$ cat src/rtl/pwm_pkg.sv
package pwm_pkg;
  localparam int NUM_CH   = 4;
  localparam int NUM_PAIR = NUM_CH / 2;
  localparam int PSC_W    = 8;
  localparam int SEL_W    = 3;
  localparam int DIV_W    = 4;
  localparam int CNT_W    = 16;
  localparam int ADDR_W   = 8;
  localparam int DATA_W   = 32;
  localparam int CTRL_W   = 4;

  localparam logic [ADDR_W-1:0] ADR_PSC  = 8'h00;
  localparam logic [ADDR_W-1:0] ADR_SEL  = 8'h04;
  localparam logic [ADDR_W-1:0] ADR_CTRL = 8'h08;
  localparam logic [ADDR_W-1:0] ADR_IE   = 8'h0C;
  localparam logic [ADDR_W-1:0] ADR_PEND = 8'h10;
  localparam logic [ADDR_W-1:0] ADR_PER0 = 8'h20;
  localparam logic [ADDR_W-1:0] ADR_CMP0 = 8'h24;

  // control fields are not evenly spaced: 0, 8, 12, 16
  function automatic int ctrl_lsb(int c);
    return (c == 0) ? 0 : 4 + 4 * c;
  endfunction

  function automatic logic [ADDR_W-1:0] per_adr(int c);
    return ADR_PER0 + ADDR_W'(8 * c);
  endfunction

  function automatic logic [ADDR_W-1:0] cmp_adr(int c);
    return ADR_CMP0 + ADDR_W'(8 * c);
  endfunction

  function automatic logic [DATA_W-1:0] psc_mask();
    logic [DATA_W-1:0] m = '0;
    for (int p = 0; p < NUM_PAIR; p++) m[p*PSC_W +: PSC_W] = '1;
    return m;
  endfunction

  function automatic logic [DATA_W-1:0] sel_mask();
    logic [DATA_W-1:0] m = '0;
    for (int c = 0; c < NUM_CH; c++) m[4*c +: SEL_W] = '1;
    return m;
  endfunction

  function automatic logic [DATA_W-1:0] ctrl_mask();
    logic [DATA_W-1:0] m = '0;
    for (int c = 0; c < NUM_CH; c++) m[ctrl_lsb(c) +: CTRL_W] = '1;
    return m;
  endfunction

  // terminal value of the divider counter (divide ratio minus one)
  function automatic logic [DIV_W-1:0] div_last(logic [SEL_W-1:0] code);
    case (code)
      3'd0:    return DIV_W'(1);
      3'd1:    return DIV_W'(3);
      3'd2:    return DIV_W'(7);
      3'd3:    return DIV_W'(15);
      default: return '0;
    endcase
  endfunction
endpackage

$ cat src/rtl/pwm_prescaler.sv
module pwm_prescaler #(
  parameter int W = pwm_pkg::PSC_W
) (
  input  logic         clk_i,
  input  logic         rst_ni,
  input  logic [W-1:0] psc_i,
  output logic         tick_o
);
  logic [W-1:0] cnt_q;

  // >= keeps the wrap safe when the limit is lowered below the count
  assign tick_o = (cnt_q >= psc_i);

  always_ff @(posedge clk_i or negedge rst_ni) begin
    if (!rst_ni) cnt_q <= '0;
    else if (tick_o) cnt_q <= '0;
    else cnt_q <= cnt_q + 1'b1;
  end
endmodule

$ cat src/rtl/pwm_channel.sv
module pwm_channel
  import pwm_pkg::*;
#(
  parameter int CW = CNT_W,
  parameter int DW = DIV_W
) (
  input  logic             clk_i,
  input  logic             rst_ni,
  input  logic             psc_tick_i,
  input  logic [SEL_W-1:0] sel_i,
  input  logic             en_i,
  input  logic             inv_i,
  input  logic             cont_i,
  input  logic [CW-1:0]    per_i,
  input  logic [CW-1:0]    cmp_i,
  output logic             pwm_o,
  output logic             period_end_o
);
  logic          en_q, run_q;
  logic [DW-1:0] dcnt_q, dlast;
  logic [CW-1:0] cnt_q, per_q, cmp_q;
  logic          ch_tick, at_end, active;

  assign dlast   = DW'(div_last(sel_i));
  assign ch_tick = run_q && psc_tick_i && (dcnt_q >= dlast);
  assign at_end  = ch_tick && (cnt_q == '0);

  assign period_end_o = at_end && en_i && en_q && (per_q != '0);

  assign active = run_q && (per_q != '0) &&
                  ((cmp_q >= per_q) || (cnt_q <= cmp_q));
  assign pwm_o  = active ^ inv_i;

  always_ff @(posedge clk_i or negedge rst_ni) begin
    if (!rst_ni) begin
      en_q   <= 1'b0;
      run_q  <= 1'b0;
      dcnt_q <= '0;
      cnt_q  <= '0;
      per_q  <= '0;
      cmp_q  <= '0;
    end else begin
      en_q <= en_i;
      if (!en_i) begin
        run_q  <= 1'b0;
        cnt_q  <= '0;
        dcnt_q <= '0;
      end else if (!en_q) begin
        run_q  <= 1'b1;
        cnt_q  <= per_i;
        per_q  <= per_i;
        cmp_q  <= cmp_i;
        dcnt_q <= '0;
      end else if (run_q && psc_tick_i) begin
        dcnt_q <= (dcnt_q >= dlast) ? '0 : dcnt_q + 1'b1;
        if (ch_tick) begin
          if (cnt_q == '0) begin
            if (cont_i) begin
              cnt_q <= per_i;
              per_q <= per_i;
              cmp_q <= cmp_i;
            end else begin
              run_q <= 1'b0;
            end
          end else begin
            cnt_q <= cnt_q - 1'b1;
          end
        end
      end
    end
  end
endmodule

$ cat src/rtl/pwm_regs.sv
module pwm_regs
  import pwm_pkg::*;
(
  input  logic                            clk_i,
  input  logic                            rst_ni,
  input  logic                            wr_en_i,
  input  logic [ADDR_W-1:0]               addr_i,
  input  logic [DATA_W-1:0]               wdata_i,
  output logic [DATA_W-1:0]               rdata_o,
  input  logic [NUM_CH-1:0]               period_end_i,
  output logic [NUM_PAIR-1:0][PSC_W-1:0]  psc_o,
  output logic [NUM_CH-1:0][SEL_W-1:0]    sel_o,
  output logic [NUM_CH-1:0]               en_o,
  output logic [NUM_CH-1:0]               inv_o,
  output logic [NUM_CH-1:0]               cont_o,
  output logic [NUM_CH-1:0][CNT_W-1:0]    per_o,
  output logic [NUM_CH-1:0][CNT_W-1:0]    cmp_o,
  output logic [NUM_CH-1:0]               ie_o,
  output logic [NUM_CH-1:0]               pend_o
);
  localparam logic [DATA_W-1:0] PSC_M  = psc_mask();
  localparam logic [DATA_W-1:0] SEL_M  = sel_mask();
  localparam logic [DATA_W-1:0] CTRL_M = ctrl_mask();

  logic [DATA_W-1:0] psc_q, sel_q, ctrl_q;
  logic [NUM_CH-1:0] ie_q, pend_q;
  logic [NUM_CH-1:0][CNT_W-1:0] per_q, cmp_q;
  logic clr_hit;

  assign clr_hit = wr_en_i && (addr_i == ADR_PEND);

  always_ff @(posedge clk_i or negedge rst_ni) begin
    if (!rst_ni) begin
      psc_q  <= '0;
      sel_q  <= '0;
      ctrl_q <= '0;
      ie_q   <= '0;
    end else if (wr_en_i) begin
      case (addr_i)
        ADR_PSC:  psc_q  <= wdata_i & PSC_M;
        ADR_SEL:  sel_q  <= wdata_i & SEL_M;
        ADR_CTRL: ctrl_q <= wdata_i & CTRL_M;
        ADR_IE:   ie_q   <= wdata_i[NUM_CH-1:0];
        default: ;
      endcase
    end
  end

  for (genvar c = 0; c < NUM_CH; c++) begin : g_ch
    localparam int L = ctrl_lsb(c);

    always_ff @(posedge clk_i or negedge rst_ni) begin
      if (!rst_ni) begin
        per_q[c] <= '0;
        cmp_q[c] <= '0;
      end else if (wr_en_i) begin
        if (addr_i == per_adr(c)) per_q[c] <= wdata_i[CNT_W-1:0];
        if (addr_i == cmp_adr(c)) cmp_q[c] <= wdata_i[CNT_W-1:0];
      end
    end

    // a new event wins over a simultaneous clear
    always_ff @(posedge clk_i or negedge rst_ni) begin
      if (!rst_ni) pend_q[c] <= 1'b0;
      else if (period_end_i[c] && ie_q[c]) pend_q[c] <= 1'b1;
      else if (clr_hit && wdata_i[c]) pend_q[c] <= 1'b0;
    end

    assign sel_o[c]  = sel_q[4*c +: SEL_W];
    assign en_o[c]   = ctrl_q[L];
    assign inv_o[c]  = ctrl_q[L+2];
    assign cont_o[c] = ctrl_q[L+3];
  end

  for (genvar p = 0; p < NUM_PAIR; p++) begin : g_pair
    assign psc_o[p] = psc_q[p*PSC_W +: PSC_W];
  end

  assign per_o  = per_q;
  assign cmp_o  = cmp_q;
  assign ie_o   = ie_q;
  assign pend_o = pend_q;

  always_comb begin
    rdata_o = '0;
    case (addr_i)
      ADR_PSC:  rdata_o = psc_q;
      ADR_SEL:  rdata_o = sel_q;
      ADR_CTRL: rdata_o = ctrl_q;
      ADR_IE:   rdata_o = DATA_W'(ie_q);
      ADR_PEND: rdata_o = DATA_W'(pend_q);
      default: ;
    endcase
    for (int c = 0; c < NUM_CH; c++) begin
      if (addr_i == per_adr(c)) rdata_o = DATA_W'(per_q[c]);
      if (addr_i == cmp_adr(c)) rdata_o = DATA_W'(cmp_q[c]);
    end
  end
endmodule

$ cat src/rtl/pwm_bank.sv
module pwm_bank
  import pwm_pkg::*;
(
  input  logic              clk_i,
  input  logic              rst_ni,
  input  logic              wr_en_i,
  input  logic [ADDR_W-1:0] addr_i,
  input  logic [DATA_W-1:0] wdata_i,
  output logic [DATA_W-1:0] rdata_o,
  output logic [NUM_CH-1:0] pwm_o,
  output logic              irq_o
);
  logic [NUM_PAIR-1:0][PSC_W-1:0] psc_w;
  logic [NUM_CH-1:0][SEL_W-1:0]   sel_w;
  logic [NUM_CH-1:0][CNT_W-1:0]   per_w, cmp_w;
  logic [NUM_CH-1:0] en_w, inv_w, cont_w, ie_w, pend_w, end_w;
  logic [NUM_PAIR-1:0] tick_w;

  pwm_regs i_regs (
    .clk_i        (clk_i),
    .rst_ni       (rst_ni),
    .wr_en_i      (wr_en_i),
    .addr_i       (addr_i),
    .wdata_i      (wdata_i),
    .rdata_o      (rdata_o),
    .period_end_i (end_w),
    .psc_o        (psc_w),
    .sel_o        (sel_w),
    .en_o         (en_w),
    .inv_o        (inv_w),
    .cont_o       (cont_w),
    .per_o        (per_w),
    .cmp_o        (cmp_w),
    .ie_o         (ie_w),
    .pend_o       (pend_w)
  );

  for (genvar p = 0; p < NUM_PAIR; p++) begin : g_psc
    pwm_prescaler #(.W(PSC_W)) i_psc (
      .clk_i  (clk_i),
      .rst_ni (rst_ni),
      .psc_i  (psc_w[p]),
      .tick_o (tick_w[p])
    );
  end

  for (genvar c = 0; c < NUM_CH; c++) begin : g_ch
    pwm_channel #(.CW(CNT_W), .DW(DIV_W)) i_ch (
      .clk_i        (clk_i),
      .rst_ni       (rst_ni),
      .psc_tick_i   (tick_w[c/2]),
      .sel_i        (sel_w[c]),
      .en_i         (en_w[c]),
      .inv_i        (inv_w[c]),
      .cont_i       (cont_w[c]),
      .per_i        (per_w[c]),
      .cmp_i        (cmp_w[c]),
      .pwm_o        (pwm_o[c]),
      .period_end_o (end_w[c])
    );
  end

  assign irq_o = |pend_w;
endmodule

$ cat config.mk
export PLATFORM = sky130hd
export DESIGN_NAME = pwm_bank
export DESIGN_NICKNAME = d
export VERILOG_FILES = /design/src/rtl/pwm_pkg.sv /design/src/rtl/pwm_prescaler.sv /design/src/rtl/pwm_channel.sv /design/src/rtl/pwm_regs.sv /design/src/rtl/pwm_bank.sv
export SDC_FILE = /design/constraint.sdc
export NUM_CORES = 1
export LEC_CHECK = 0
export BUFFER_PORTS_ARGS = -buffer_cell sky130_fd_sc_hd__clkbuf_2
export CORE_MARGIN = 5
export CORE_UTILIZATION = 45
export CTS_CLUSTER_DIAMETER = 30
export DETAILED_ROUTE_END_ITERATION = 10
export SYNTH_ARGS = -nofsm -noshare
export SYNTH_HDL_FRONTEND = slang
export SYNTH_SLANG_ARGS = --single-unit
$ cat constraint.sdc
create_clock -name clk_i -period 5.6 [get_ports clk_i]
set_input_delay 0.84 -clock clk_i [delete_from_list [all_inputs] [get_ports clk_i]]
set_output_delay 0.84 -clock clk_i [all_outputs]
set_load 0.01 [all_outputs]
==> results by group, run 1 <==
Outcome
  – Status: finished clean

Worst setup path
  – Crit path top cell by count: clkbuf_2
  – Worst-path maximum fanout: 25
  – Worst Path Required: roughly 4.8 ns
  – Critical path type: in2out
  – Worst EP arrival: 3.72 ns
  – Worst R2R Start: g_psc[1].i_psc.cnt_q[0]
  – CP startpoint: addr_i[2]
  – CP cell instances: clkbuf_2, and2_1, and2_0, a222oi_1, a21oi_1, o21ai_1, a211oi_1, clkbuf_2
  – Nature of the critical path startpoint: input pin
  – Slowest CP cell: a211oi_1
  – CP max stage delay: about 0.55 ns
  – CP Capture Type: output pin

Drt
  – Drt total wl: 75.1 mm
  – WL per Instance: between 20 and 25 um
  – Number of DRC markers in iteration 0: 1,697
  – Post-route ant nets: 0
  – Drt drc: 0
  – Via/cell ratio: around 5.9
  – Vias: 19,103
  – DRT Pass-1 Iters: 5

Synthesis
  – Most area-consuming cells after synthesis: dfrtp_1 (44%), ha_1 (9.2%), mux2_2 (7.9%), mux2_1 (3.9%), a21oi_1 (3.7%)
  – Cell Area, Synth: roughly 0.024 mm^2
  – Mapped Cells: 2,373
  – Number of flops mapped to enable cells by yosys: 0
  – Avg Inst Size Synth: 9.97 um^2
  – Synth unique cells: 83
  – Synth top area share: 43.6%
  – Seq/Total Area, Yosys: about 44%
  – Main synth FF type: dfrtp_1
  – Number of synthesized register bits: a little over 400
  – Total of warnings raised by yosys: 0
  – Largest area contributor in the netlist: dfrtp_1
  – Async S/R FF share, synth: 100%

STA
  – Hold Violations, Final: 0
  – Clock Skew: between 0.015 and 0.02 ns
  – Final period util: 81.4%
  – Slew headroom: 17.6%
  – Setup ws final: 1.04 ns
  – RSZ-0062 raised after global routing: false
  – Setup-failing EPs final: 0
  – FMAX: 219 MHz
  – Worst Max-Slew Pin Slew: 1.24 ns
  – Setup TNS: 0 ns
  – Max-slew violations: 0
  – Min Tclk post-route: 4.56 ns

Place
  – RePlAce Congestion: approximately 0.95
  – Dpl ws: 1.17 ns
  – Hpwl dp: 54.2 mm
  – PortBufs: 55
  – Placed cells: 3,032

Cells and area
  – Layout cells sized above 1: 18.7%
  – P&R area growth vs syn: 19.1%
  – Post-Layout Cell Count: 3,225
  – Nets@finish: 2,666

Power
  – PwrDens: 372 mW/mm^2
  – Clock share of power: 59.7%
  – Seq pwr share: 31.5%
  – Comb power frac: under 10%
  – P_sw: approximately 0.0027 W
  – Int Pwr: 0.00783 W
  – Lkg Pwr: 13.3 nW
  – Net Sw Frac: 25.3%
  – Tot Pwr: approximately 0.010 W
  – Worst vdd ir: between 200 and 300 uV

Floorplan
  – Die Y: approximately 240 um
  – Die Wd: 239 um
  – Row Count: 84
  – # IOs: 80
  – Core box area: 0.0523 mm^2
  – Starting Density: 45.2%
  – Die ar.: between 0.05 and 0.06 mm^2

Clocking
  – Clock Latency Late Sink: ~0.63 ns
  – Post-CTS Resized: 0
  – TritonCTS buffer count: a little over 100
  – CTS Buffer Depth: 3
  – Depth of the CTS H-tree: 3
  – TritonCTS clock tree: done
  – CTS Root Cell: clkbuf_16
  – Postcts setup bufs: 0
  – Clock transition at path regs: 0.04 ns
  – Clock sinks: 412
  – # hold bufs at CTS: 0

Global route
  – Largest net degree at the start of global routing: 129
  – Initial antenna violation count: 1
  – Total track usage: 26.2%
  – Global-route wire length before repair: 116 mm
  – Grt ovf: 0
  – Vias in the first global route: about 19,000

Hold path
  – Hold Crit Class: in2async

Run
  – Max_cap viols: 0
[per-stage QoR]
step                      cell area [um^2]  hold slack (ns)  utilization, %
final                                28200            0.233            53.9
after global routing                 28200            0.289            53.9
after CTS                            28200            0.259            53.9
after detailed placement             24500            0.476            46.8
after global placement               24500            0.469            46.8
after floorplan                      23700            0.349               -
[power groups by stage]
stage / registers [W] / logic (W) / clock network (W)
floorplan: 0.00325 / 0.000639 / 0
global placement: 0.00334 / 0.000888 / 0
detailed placement: 0.00334 / 0.000914 / 0
CTS: 0.00330 / 0.000924 / 0.00633
global route: 0.00332 / 0.00103 / 0.00650
finish: 0.00330 / 0.000919 / 0.00626
[registers in the layout, summed over array words and instances (netlist names)]
register           count
g_ch.i_ch.cmp_q       64
g_ch.i_ch.cnt_q       64
g_ch.i_ch.dcnt_q      16
g_ch.i_ch.en_q         4
g_ch.i_ch.per_q       64
g_ch.i_ch.run_q        4
g_psc.i_psc.cnt_q     16
i_regs.cmp_o          64
i_regs.ctrl_q         16
i_regs.ie_o            4
i_regs.pend_o          4
i_regs.per_o          64
i_regs.psc_q          16
i_regs.sel_q          12
[placed cells by master (no fill, tap or decap), types with 13 or more instances in the layout]
| cell type | count |
|---|---|
| nor2_1 | 142 |
| clkinvlp_4 | 16 |
| or3_1 | 13 |
| o21ai_0 | 128 |
| inv_1 | 179 |
| o22ai_1 | 29 |
| buf_4 | 15 |
| a22oi_1 | 21 |
| nand2b_1 | 14 |
| nand2_1 | 171 |
| mux2_4 | 27 |
| nor3_1 | 53 |
| nor4_1 | 38 |
| clkbuf_8 | 13 |
| mux2i_1 | 20 |
| dfrtp_1 | 412 |
| mux2_2 | 166 |
| bufinv_16 | 17 |
| clkinv_2 | 15 |
| a21oi_1 | 174 |
| nand4_1 | 29 |
| and3_1 | 20 |
| nor2b_1 | 16 |
| nand3_1 | 64 |
| ha_1 | 174 |
| mux2_1 | 82 |
| a211oi_1 | 20 |
| clkbuf_2 | 54 |
| o211ai_1 | 16 |
| o21ai_1 | 61 |
| clkbuf_16 | 104 |
[routing by layer]
layer | vias up | share of wire (%) | GRT usage (%) | wire (um)
met1 | 9667 | 45 | 36.4 | 33400
li1 | 8758 | - | - | -
met5 | - | 0 | 0 | 0
met2 | 548 | 47 | 42.5 | 35600
met3 | 130 | 5.1 | 3.91 | 3830
met4 | 0 | 3.0 | 8.11 | 2270
[worst max-delay path: cells and delay by family]
kind / cells / cell delay, ns
AND/OR/NAND/NOR: 2 / 1.04
buffers and inverters: 2 / 0.72
AO/OA/AOI/OAI: 4 / 1.10
[Yosys cell counts (all sizes together) (12+ instances only)]
master,instances
nand3,64
xor2,12
and2,12
or2,12
clkbuf,68
nor3,54
a22oi,21
nor4,39
a21oi,175
buf,45
nor2b,16
o21ai,191
o211ai,16
and3,20
nand2,174
a211oi,20
or3,14
nand2b,14
o22ai,29
nand4,29
ha,174
inv,179
mux2,275
dfrtp,412
mux2i,20
nor2,143
[path summary, 6_finish.rpt]
path	slack, ns	depth (start not counted)	endpoint
max in group asynchronous	4.15	2	g_ch[1].i_ch.per_q[0]
worst max register to register	1.68	9	g_ch[2].i_ch.per_q[1]
min in group clk_i	0.43	2	i_regs.ctrl_q[17]
worst min-delay path	0.23	1	g_ch[2].i_ch.cnt_q[0]
worst max-delay path	1.04	8	rdata_o[1]
worst min register to register	0.49	1	i_regs.ctrl_q[17]
[final cells by class]
type,count,area [um^2]
fill,4610,24100
clock inverter,68,891
timing repair buffer,73,458
tap,688,861
multi-input combinational,1680,12200
antenna,1,2.50
clock buffer,124,2810
sequential,412,10300
inverter,179,672
[kinds of logic (layout without fill, tap and decap cells)]
kind of cell | Yosys count | after routing | synth area share (%)
AOI/OAI and AO/OA | 559 | 559 | 14.2
xor gates and xnor gates | 16 | 16 | 0.592
adders and majority gates | 174 | 174 | 9.20
buffers and inverters | 292 | 444 | 5.13
DFF | 412 | 412 | 43.6
muxes | 296 | 296 | 14.5
other | 1 | 13 | 0.0158
and+or+nand+nor | 623 | 623 | 12.9
Power figures use the tool's default switching activity.
==> inputs of run 2 (changes only) <==
- clock period: 5.6 -> 3.9 ns (I/O delays scaled with it)
==> run 2 against run 1 <==
  * The flow now finishes with violations (hold timing)
  * Clock skew about the same
  * Via count grew 0.50%
  * Critical path type is now reg2out
  * Sequential power is 44% higher
==> results by group, run 2 (same netlist as run 1, synthesis figures left out) <==
STA
  – FMAX: 270 MHz
  – Worst Max-Slew Pin Slew: 0.986 ns (was 1.24 ns)
  – Final period util: 95.1%
  – Min Tclk post-route: 3.71 ns
  – Clock Skew: 0.0178 ns (was 0.0173 ns)
  – Slew headroom: 34.1% (was 17.6%)
  – Hold Violations, Final: 6 (was 0)
  – Hold slack: -0.0367 ns (was 0.233 ns)
  – Max-slew violations: 0 (unchanged)
  – Setup-failing EPs final: 0 (unchanged)
  – Setup TNS: 0 ns (unchanged)
  – RSZ-0062 raised after global routing: false (unchanged)

Cells and area
  – Post-Layout Cell Count: 3,256 (was 3,225)
  – Fillers: 4,573 (was 4,610)
  – Nets@finish: 2,693 (was 2,666)
  – P&R area growth vs syn: 20.3% (was 19.1%)
  – Most common cell after layout, fill and taps aside: dfrtp_1 (unchanged)
  – Most frequent cells in the layout: dfrtp_1 (412), inv_1 (179), a21oi_1 (174), ha_1 (174), nand2_1 (171) (unchanged)
  – Layout cells sized above 1: 19.7% (was 18.7%)
  – Post-layout util: 54.4% (was 53.9%)

Place
  – Placed cells: 3,057 (was 3,032)
  – PortBufs: 55 (unchanged)
  – Hpwl dp: 55.0 mm (was 54.2 mm)
  – RePlAce Congestion: 0.941 (was 0.947)

Clocking
  – Clock Latency Late Sink: 0.64 ns (was 0.63 ns)
  – TritonCTS buffer count: 105 (was 103)
  – Clock transition at path regs: 0.05 ns (was 0.04 ns)
  – Depth of the CTS H-tree: 3 (unchanged)
  – CTS Buffer Depth: 3 (unchanged)
  – # hold bufs at CTS: 0 (unchanged)
  – TritonCTS clock tree: done (unchanged)
  – CTS Root Cell: clkbuf_16 (unchanged)
  – Clock sinks: 412 (unchanged)

Global route
  – Grt ovf: 0 (unchanged)
  – Initial antenna violation count: 3 (was 1)
  – Total track usage: 26.2% (about the same)
  – Largest net degree at the start of global routing: 97 (was 129)
  – Global-route wire length before repair: 116 mm (about the same)
  – Vias in the first global route: 19,362 (was 19,159)

Worst setup path
  – Worst EP arrival: 3.12 ns (was 3.72 ns)
  – Critical path type: reg2out (was in2out)
  – CP Capture Type: output pin (unchanged)
  – Worst Path Required: 3.31 ns (was 4.76 ns)
  – Worst-path maximum fanout: 8 (was 25)
  – Nature of the critical path startpoint: flip-flop (was input pin)

Floorplan
  – Die ar.: 0.0573 mm^2 (unchanged)
  – Starting Density: 45.2% (unchanged)
  – # IOs: 80 (unchanged)
  – Die Wd: 239 um (unchanged)
  – Row Count: 84 (unchanged)
  – Die Y: 239 um (unchanged)
  – Core box area: 0.0523 mm^2 (unchanged)

Outcome
  – Status: finished with violations (was finished clean)
  – Violated checks: hold timing

Drt
  – Number of DRC markers in iteration 0: 1,830 (was 1,697)
  – WL per Instance: 23.2 um (was 23.3 um)
  – Drt drc: 0 (unchanged)
  – Vias: 19,198 (was 19,103)
  – Drt total wl: 75.5 mm (was 75.1 mm)
  – Post-route ant nets: 0 (unchanged)
  – Via/cell ratio: 5.90 (was 5.92)
  – DRT Pass-1 Iters: 6 (was 5)

Power
  – Lkg Pwr: 13.4 nW (was 13.3 nW)
  – PwrDens: 533 mW/mm^2 (was 372 mW/mm^2)
  – Worst vdd ir: 329 uV (was 271 uV)

Hold path
  – Hold Crit Class: in2async (unchanged)

Run
  – Max_cap viols: 0 (unchanged)
run 2: cell types whose count changed in the layout (fill, tap and decap cells not counted), sizes merged:
cell,change
inv,+2
buf,+25
clkinv,+1
clkbuf,+1
clkinvlp,+4
bufinv,-2
run 2: layer usage:
layer / GRT usage, % / part of all wire (%)
met1: 36.3 / 44
met2: 41.4 / 46
met5: 0 / 0
met3: 3.95 / 5.9
met4: 10.6 / 3.9
run 2: final timing paths:
path	startpoint	end	slack, ns	cells after the start
setup / recovery	g_ch[1].i_ch.cnt_q[7]	pwm_o[1]	0.19	7
min in group clk_i	wdata_i[17]	i_regs.ctrl_q[17]	0.17	2
hold / removal	rst_ni	g_ch[2].i_ch.cnt_q[0]	-0.04	1
hold reg to reg	i_regs.ctrl_q[17]	i_regs.ctrl_q[17]	0.49	1
setup reg to reg	i_regs.psc_q[15]	g_ch[3].i_ch.cmp_q[9]	0.39	9
max in group asynchronous	rst_ni	g_ch[1].i_ch.cnt_q[4]	2.89	2
run 2: area by class of cell:
| cell class | instances | area, um^2 | area share (%) |
|---|---|---|---|
| Antenna cell | 1 | 2.50 | 0.00879 |
| Clock buffer | 125 | 2850 | 9.99 |
| Clock inverter | 73 | 916 | 3.22 |
| Sequential cell | 412 | 10300 | 36.2 |
| Tap cell | 688 | 861 | 3.02 |
| Timing Repair Buffer | 98 | 671 | 2.35 |
| Multi-Input combinational cell | 1680 | 12200 | 42.9 |
| Inverter | 179 | 672 | 2.36 |
run 2: through the flow:
stage | hold WS (ns) | setup WS (ns) | power (W) | instance area (um^2)
global placement | 0.467 | 0.469 | 0.00609 | 24700
global route | 0.0439 | 0.0681 | 0.0157 | 28500
floorplan | 0.289 | 0.946 | 0.00558 | 23700
detailed placement | 0.486 | 0.416 | 0.00614 | 24700
CTS | 0.0189 | 0.0858 | 0.0153 | 28500
finish | -0.0367 | 0.190 | 0.0152 | 28500
run 2: worst max-delay path, cell delays in order (launching register included):
cell and delay (ns):
dfrtp_1 0.47, ha_1 0.35, a2111oi_0 0.50, a31oi_1 0.17, a211o_1 0.32, a21oi_1 0.24
xor2_1 0.25, clkbuf_2 0.18
run 2: what timing repair did:
action | CTS | global route
setup endpoints to repair | 1 | 2
pin swaps | 0 | 0
setup buffers | 0 | 0
gates resized for setup | 1 | 2
run 2: power breakdown:
part / switching, W / leakage (nW) / internal [W]
clock: 0.00286 / 1.79 / 0.00622
combinational: 0.000819 / 5.94 / 0.000535
sequential: 0.000259 / 5.69 / 0.00448
total: 0.00393 / 13.4 / 0.0112
